[src/rtl/cic_pkg.sv]
package cic_pkg;
  // Register width that holds the worst-case growth of the whole cascade.
  function automatic int acc_width(int in_w, int stages, int rate_log2);
    return in_w + stages * rate_log2;
  endfunction
endpackage

[src/rtl/cic_integ_chain.sv]
module cic_integ_chain #(
  parameter int IN_W   = 16,
  parameter int ACC_W  = 64,
  parameter int STAGES = 6
) (
  input  logic             clk,
  input  logic             rst_n,
  input  logic             en,
  input  logic [IN_W-1:0]  din,
  output logic [ACC_W-1:0] tail
);
  logic [ACC_W-1:0] acc_q [STAGES];
  logic [ACC_W-1:0] acc_d [STAGES];
  logic [ACC_W-1:0] feed  [STAGES];

  for (genvar g = 0; g < STAGES; g++) begin : g_feed
    if (g == 0) begin : g_head
      assign feed[g] = {{(ACC_W-IN_W){din[IN_W-1]}}, din};
    end else begin : g_link
      assign feed[g] = acc_q[g-1];
    end
  end

  always_comb begin
    for (int s = 0; s < STAGES; s++) begin
      acc_d[s] = en ? acc_q[s] + feed[s] : acc_q[s];
    end
  end

  always_ff @(posedge clk or negedge rst_n) begin
    if (!rst_n) begin
      for (int s = 0; s < STAGES; s++) acc_q[s] <= '0;
    end else begin
      for (int s = 0; s < STAGES; s++) acc_q[s] <= acc_d[s];
    end
  end

  assign tail = acc_q[STAGES-1];
endmodule

[src/rtl/cic_rate_ctr.sv]
module cic_rate_ctr #(
  parameter int RATE_LOG2 = 8
) (
  input  logic clk,
  input  logic rst_n,
  input  logic en,
  output logic dec_stb
);
  logic [RATE_LOG2-1:0] cnt_q;
  logic [RATE_LOG2-1:0] cnt_d;

  always_comb begin
    cnt_d = en ? cnt_q + 1'b1 : cnt_q;
  end

  always_ff @(posedge clk or negedge rst_n) begin
    if (!rst_n) cnt_q <= '0;
    else        cnt_q <= cnt_d;
  end

  assign dec_stb = en && (cnt_q == {RATE_LOG2{1'b1}});
endmodule

[src/rtl/cic_comb_chain.sv]
module cic_comb_chain #(
  parameter int ACC_W  = 64,
  parameter int STAGES = 6
) (
  input  logic             clk,
  input  logic             rst_n,
  input  logic             en,
  input  logic [ACC_W-1:0] din,
  output logic [ACC_W-1:0] dout
);
  logic [ACC_W-1:0] dly_q [STAGES];
  logic [ACC_W-1:0] dly_d [STAGES];
  logic [ACC_W-1:0] dif_q [STAGES];
  logic [ACC_W-1:0] dif_d [STAGES];
  logic [ACC_W-1:0] src   [STAGES];

  for (genvar g = 0; g < STAGES; g++) begin : g_src
    if (g == 0) begin : g_head
      assign src[g] = din;
    end else begin : g_link
      assign src[g] = dif_q[g-1];
    end
  end

  always_comb begin
    for (int s = 0; s < STAGES; s++) begin
      dly_d[s] = en ? src[s]             : dly_q[s];
      dif_d[s] = en ? src[s] - dly_q[s]  : dif_q[s];
    end
  end

  always_ff @(posedge clk or negedge rst_n) begin
    if (!rst_n) begin
      for (int s = 0; s < STAGES; s++) begin
        dly_q[s] <= '0;
        dif_q[s] <= '0;
      end
    end else begin
      for (int s = 0; s < STAGES; s++) begin
        dly_q[s] <= dly_d[s];
        dif_q[s] <= dif_d[s];
      end
    end
  end

  assign dout = dif_q[STAGES-1];
endmodule

[src/rtl/cic_decimator.sv]
module cic_decimator
  import cic_pkg::*;
#(
  parameter int IN_W      = 16,
  parameter int OUT_W     = 16,
  parameter int STAGES    = 6,
  parameter int RATE_LOG2 = 8
) (
  input  logic             clk,
  input  logic             rst_n,
  input  logic [IN_W-1:0]  s_data,
  input  logic             s_valid,
  output logic [OUT_W-1:0] m_data,
  output logic             m_valid
);
  localparam int ACC_W = acc_width(IN_W, STAGES, RATE_LOG2);

  logic [ACC_W-1:0] integ_tail;
  logic [ACC_W-1:0] comb_tail;
  logic             dec_stb;
  logic             vld_q;
  logic             vld_d;

  cic_integ_chain #(.IN_W(IN_W), .ACC_W(ACC_W), .STAGES(STAGES)) u_integ (
    .clk(clk), .rst_n(rst_n), .en(s_valid), .din(s_data), .tail(integ_tail)
  );

  cic_rate_ctr #(.RATE_LOG2(RATE_LOG2)) u_rate (
    .clk(clk), .rst_n(rst_n), .en(s_valid), .dec_stb(dec_stb)
  );

  cic_comb_chain #(.ACC_W(ACC_W), .STAGES(STAGES)) u_comb (
    .clk(clk), .rst_n(rst_n), .en(dec_stb), .din(integ_tail), .dout(comb_tail)
  );

  always_comb vld_d = dec_stb;

  always_ff @(posedge clk or negedge rst_n) begin
    if (!rst_n) vld_q <= 1'b0;
    else        vld_q <= vld_d;
  end

  assign m_valid = vld_q;
  assign m_data  = comb_tail[ACC_W-1 -: OUT_W];
endmodule


[config.mk]
export PLATFORM = sky130hd
export DESIGN_NAME = cic_decimator
export DESIGN_NICKNAME = d
export VERILOG_FILES = /design/src/rtl/cic_pkg.sv /design/src/rtl/cic_integ_chain.sv /design/src/rtl/cic_rate_ctr.sv /design/src/rtl/cic_comb_chain.sv /design/src/rtl/cic_decimator.sv
export SDC_FILE = /design/constraint.sdc
export NUM_CORES = 2
export LEC_CHECK = 0
export ABC_AREA = 0
export CAP_MARGIN = 40
export CORE_MARGIN = 5
export CORE_UTILIZATION = 40
export DETAILED_ROUTE_END_ITERATION = 7
export REMOVE_ABC_BUFFERS = 1
export SKIP_LAST_GASP = 1
export SYNTH_ARGS = -nofsm -noshare
export SYNTH_HDL_FRONTEND = slang
export SYNTH_SLANG_ARGS = --single-unit
[constraint.sdc]
create_clock -name clk -period 8.3 [get_ports clk]
set_clock_uncertainty 0.05 [all_clocks]
set_input_delay 1.66 -clock clk [delete_from_list [all_inputs] [get_ports clk]]
set_output_delay 1.66 -clock clk [all_outputs]
set_load 0.05 [all_outputs]
==> impl_metrics.toml <==
[timing]
slew_headroom_pct = 27.04
maximum_operating_frequency_mhz = 199.9
worst_hold_slack_ps = 421.9
final-hold-violation-count = 0
layout_worst_path_cycle_share_pct = 60.26
period_minus_slack_ps = 5002
report.final.slew_viol_count = 0
report.final.setup_viol = 0
rsz0062_at_grt = "no"
final_critical_path_setup_slack_ps = 3298
tns_ps = 0
worst-slew-pin-transition_ps = 1094

[layout]
areaGrowthSynthToFinish_pct = 8.362
net_total_in_the_final_layout = 10190
ratio_of_cells_with_drive_above_1_in_the_final_layout_pct = 6.967
fillers = 20050
commonest_cells_after_routing_fill_and_taps_aside = "1266 x nand2_1, 1113 x dfrtp_1, 981 x o21ai_0"
most_common_cell_after_layout_fill_and_taps_aside = "nand2_1"

[critical_path]
worstPathMaxFanout = 5
worstReg2RegStart = "u_comb.dif_q[256]"
critical_path_source_type = "primary input"
r2r_cells = 15
critical_path.cell_chain = "clkdlybuf4s50_1, ha_1, fa_1, a211oi_1, o21ai_1, nand3_2, a21oi_2, o2111ai_2, a41oi_2, a221o_2, a31oi_4, o31ai_2, a311oi_2, xnor2_1, mux2_4"
critical_path.n_buffers_inverters = 1
cp_top_family = "compound AO/OA/AOI/OAI gates"
crit_arrival_ps = 5590
endpoint_kind = "flop"
critPathKind = "primary input to flop"
regToRegSetupSlack_ps = 3620
crit_slowest_cell = "a221o_2"
worst_path_required_ps = 8890
slowest_delay_ps = 470
worst_r2r_endpoint = "u_comb.dif_q[252]"

[clocking]
cts_root_buf = "clkbuf_16"
cts_tree = "built"
cts_setup_buffers = 0
cts_hold_buf = 0
clockBufferDepth = 3
clock_sinks = 1113
clkTransAtPathRegs_ps = 60
worst_skew_pair.late_latency_ps = 770
tritoncts.num_buffers = 139
cts-htree-levels = 4
postCtsResizedCells = 0

[die]
io-pin-count = 36
die_width_um = 464.6
fp.coreArea_um2 = 205200
placement_rows = 166
area_of_the_die_um2 = 215900
floorplan.die.height_um = 464.6
initial_utilization_pct = 40.29

[global_route]
antenna_found_initial = 0
grt_busiest_layer = "met2"
wire_length_of_the_first_global_routing_pass_um = 325400
gr-usage-met1_pct = 21.48
track_usage_pct = 17.40
grt_start_max_net_pins = 203
grt_util_met3_pct = 2.068
grt_pass1_vias = 66410
grt_util_met2_pct = 31.03
grt_overflow = 0

[power_and_ir_drop]
ir_drop_worst_vdd_mv = 0.1996
power.density_cell_area_nw_per_um2 = 372.6
netSwitchingPower_uw = 14230
power.share.combinational_pct = 58.1
power_report.internal_total_uw = 19150
share_clk_of_total_power_pct = 18.7
switching_share_pct = 42.64
cellLeakagePower_uw = 0.04216
share_seq_of_total_power_pct = 23.2

[placed_design]
portBuffers = 35
post-place-ws_ps = 2502
globalplace.congestion = 0.9286
dp_hpwl_um = 144700

[synthesis]
synth_compound_area_share_pct = 24.22
ys_ff_latch = 1113
seq_area_frac_synth_pct = 33.69
synth_top_family_by_area = "compound AO/OA/AOI/OAI gates"
yosys.cell_types.count = 112
synthAdderAreaFrac_pct = 11.71
yosys.area_share.xor_xnor_pct = 7.289
yosysWarningCount = 0
asyncSetResetFlopFracSynth_pct = 100.0
synth_ff_type = "dfrtp_1"
count_of_flip_flops_with_a_built_in_enable_after_synthesis = 0
avgSynthCellArea_um2 = 8.529
simple_gate_portion_of_the_synthesized_area_pct = 13.60
synth_cells = 9693
yosys-mux-area-fraction_pct = 4.539
synth.cell_area_um2 = 82670

[drt]
drc_errors = 0
routed_length_per_instance_um = 15.66
route.detailed.vias_per_inst = 5.415
vias = 66100
detail_route.wirelength_um = 191100
antenna_left = 0
drt-initial-drc-count = 3394
number_of_search_and_repair_iterations_in_the_first_detailed_routing_pass = 6

[min_path]
timing.hold.worst.class = "flop to flop"
worstHoldPathCells = 1
whs_endpoint = "u_rate.cnt_q[5]"
hold_path.startpoint = "u_rate.cnt_q[5]"

[run]
maxCapViolations = 0

[run_status]
run_status = "complete, no violations"
state kept, by name, indices dropped and copies added, names as in the netlist:
| name | cells |
|---|---|
| m_valid | 1 |
| u_comb.dif_q | 320 |
| u_comb.dly_q | 384 |
| u_comb.dout | 16 |
| u_integ.acc_q | 320 |
| u_integ.tail | 64 |
| u_rate.cnt_q | 8 |
power by group through the flow:
stage | combinational (uW) | clock, uW | sequential, uW
2_1_floorplan | 15500 | 0 | 7320
3_3_place_gp | 18900 | 0 | 7810
3_5_place_dp | 19100 | 0 | 7850
4_1_cts | 19300 | 6480 | 7750
5_1_grt | 21600 | 6690 | 7910
6_report | 19400 | 6260 | 7750
synth_stat cells, drive strengths merged (10+ instances only):
cell type  instances  area [um^2]
a311oi            14        135.1
nand3            124        625.6
nor2b            101        631.9
a31oi             90        578.1
a31o              10        87.59
a2111oi           10        95.09
a221o             22        221.5
inv              559         2098
nand2           1266         4752
o21ai           1141         5718
a21o             527         3960
clkbuf           456         1733
or2               16        100.1
o221ai            13        113.9
nand2b            97        606.8
o31a              11        96.34
nor2             370         1389
o21bai           150         1126
o31ai             55        441.7
a21oi            859         4325
and2              39        247.7
nor3              86        430.4
ha               756         9459
o22ai             13        81.33
a211oi            47        357.8
a221oi            32        286.5
dfrtp           1113        27850
o211ai            40        300.3
fa                11        220.2
o21a              77        578.1
xnor2            428         3749
nor4              29        193.9
or3               21        131.4
a21boi            26        195.2
buf               38        251.5
or4               14        105.1
and4              23        201.4
mux2             332         3742
a211o             13        115.1
o41ai             19        226.5
xor2             260         2277
a41oi             23        216.5
and3              61        384.1
nand4            198         1239
routing by layer:
layer,vias up,part of all wire [%]
met2,1074,49
met5,-,0
met3,440,2.6
met1,30540,45
li1,34050,-
met4,0,3.8
through the flow:
| stage | cells | util (%) | total power (uW) | cell area [um^2] |
|---|---|---|---|---|
| final | 12210 | 43.66 | 33380 | 89580 |
| after global routing | 12200 | 43.65 | 36160 | 89580 |
| after CTS | 12200 | 43.65 | 33500 | 89580 |
| after detailed placement | 11960 | 41.33 | 26920 | 84810 |
| after global placement | 11950 | 41.31 | 26750 | 84780 |
| after floorplan | 9198 | - | 22790 | 80670 |
logic make-up (layout without fill, tap and decap cells):
group / after synthesis / count (layout)
AO/OA/AOI/OAI: 3269 / 3269
XOR/XNOR: 688 / 688
adder cells (fa/ha/maj): 767 / 767
buffers and inverters: 1054 / 877
flip-flops: 1113 / 1113
multiplexers: 333 / 333
other: 0 / 1
AND/OR/NAND/NOR: 2469 / 2469
final cells by class:
class | count | area (um^2) | area share, %
sequential | 1113 | 27850 | 31.09
clock buffer | 208 | 4155 | 4.638
timing repair buffer | 69 | 764.5 | 0.8534
tap | 2688 | 3363 | 3.754
antenna | 1 | 2.502 | 0.002793
clock inverter | 41 | 615.6 | 0.6872
multi-input combinational | 7526 | 50720 | 56.62
inverter | 559 | 2106 | 2.351
worst max-delay path by stage:
stage / from / to / cells past startpoint
floorplan: s_valid / u_comb.dif_q[177] / 6
CTS: s_data[0] / u_integ.acc_q[382] / 15
global route: s_data[2] / u_integ.acc_q[383] / 14
finish: s_data[0] / u_integ.acc_q[382] / 15
detailed placement: s_data[0] / u_integ.acc_q[382] / 15
global placement: s_data[0] / u_integ.acc_q[382] / 15
worst register-to-register path, cell delays in order (launching register included):
cell and delay [ps]:
dfrtp_1 370, inv_1 80, ha_1 190, fa_1 210, nor2b_1 50, o21a_1 170
o21ai_1 220, a31oi_1 180, a221oi_1 640, o21ai_1 350, a2111oi_1 910, or3_1 240
nand3_1 200, a221oi_1 400, xor2_1 180, o21ai_1 70
No activity file was read; power rests on OpenSTA's default activity.
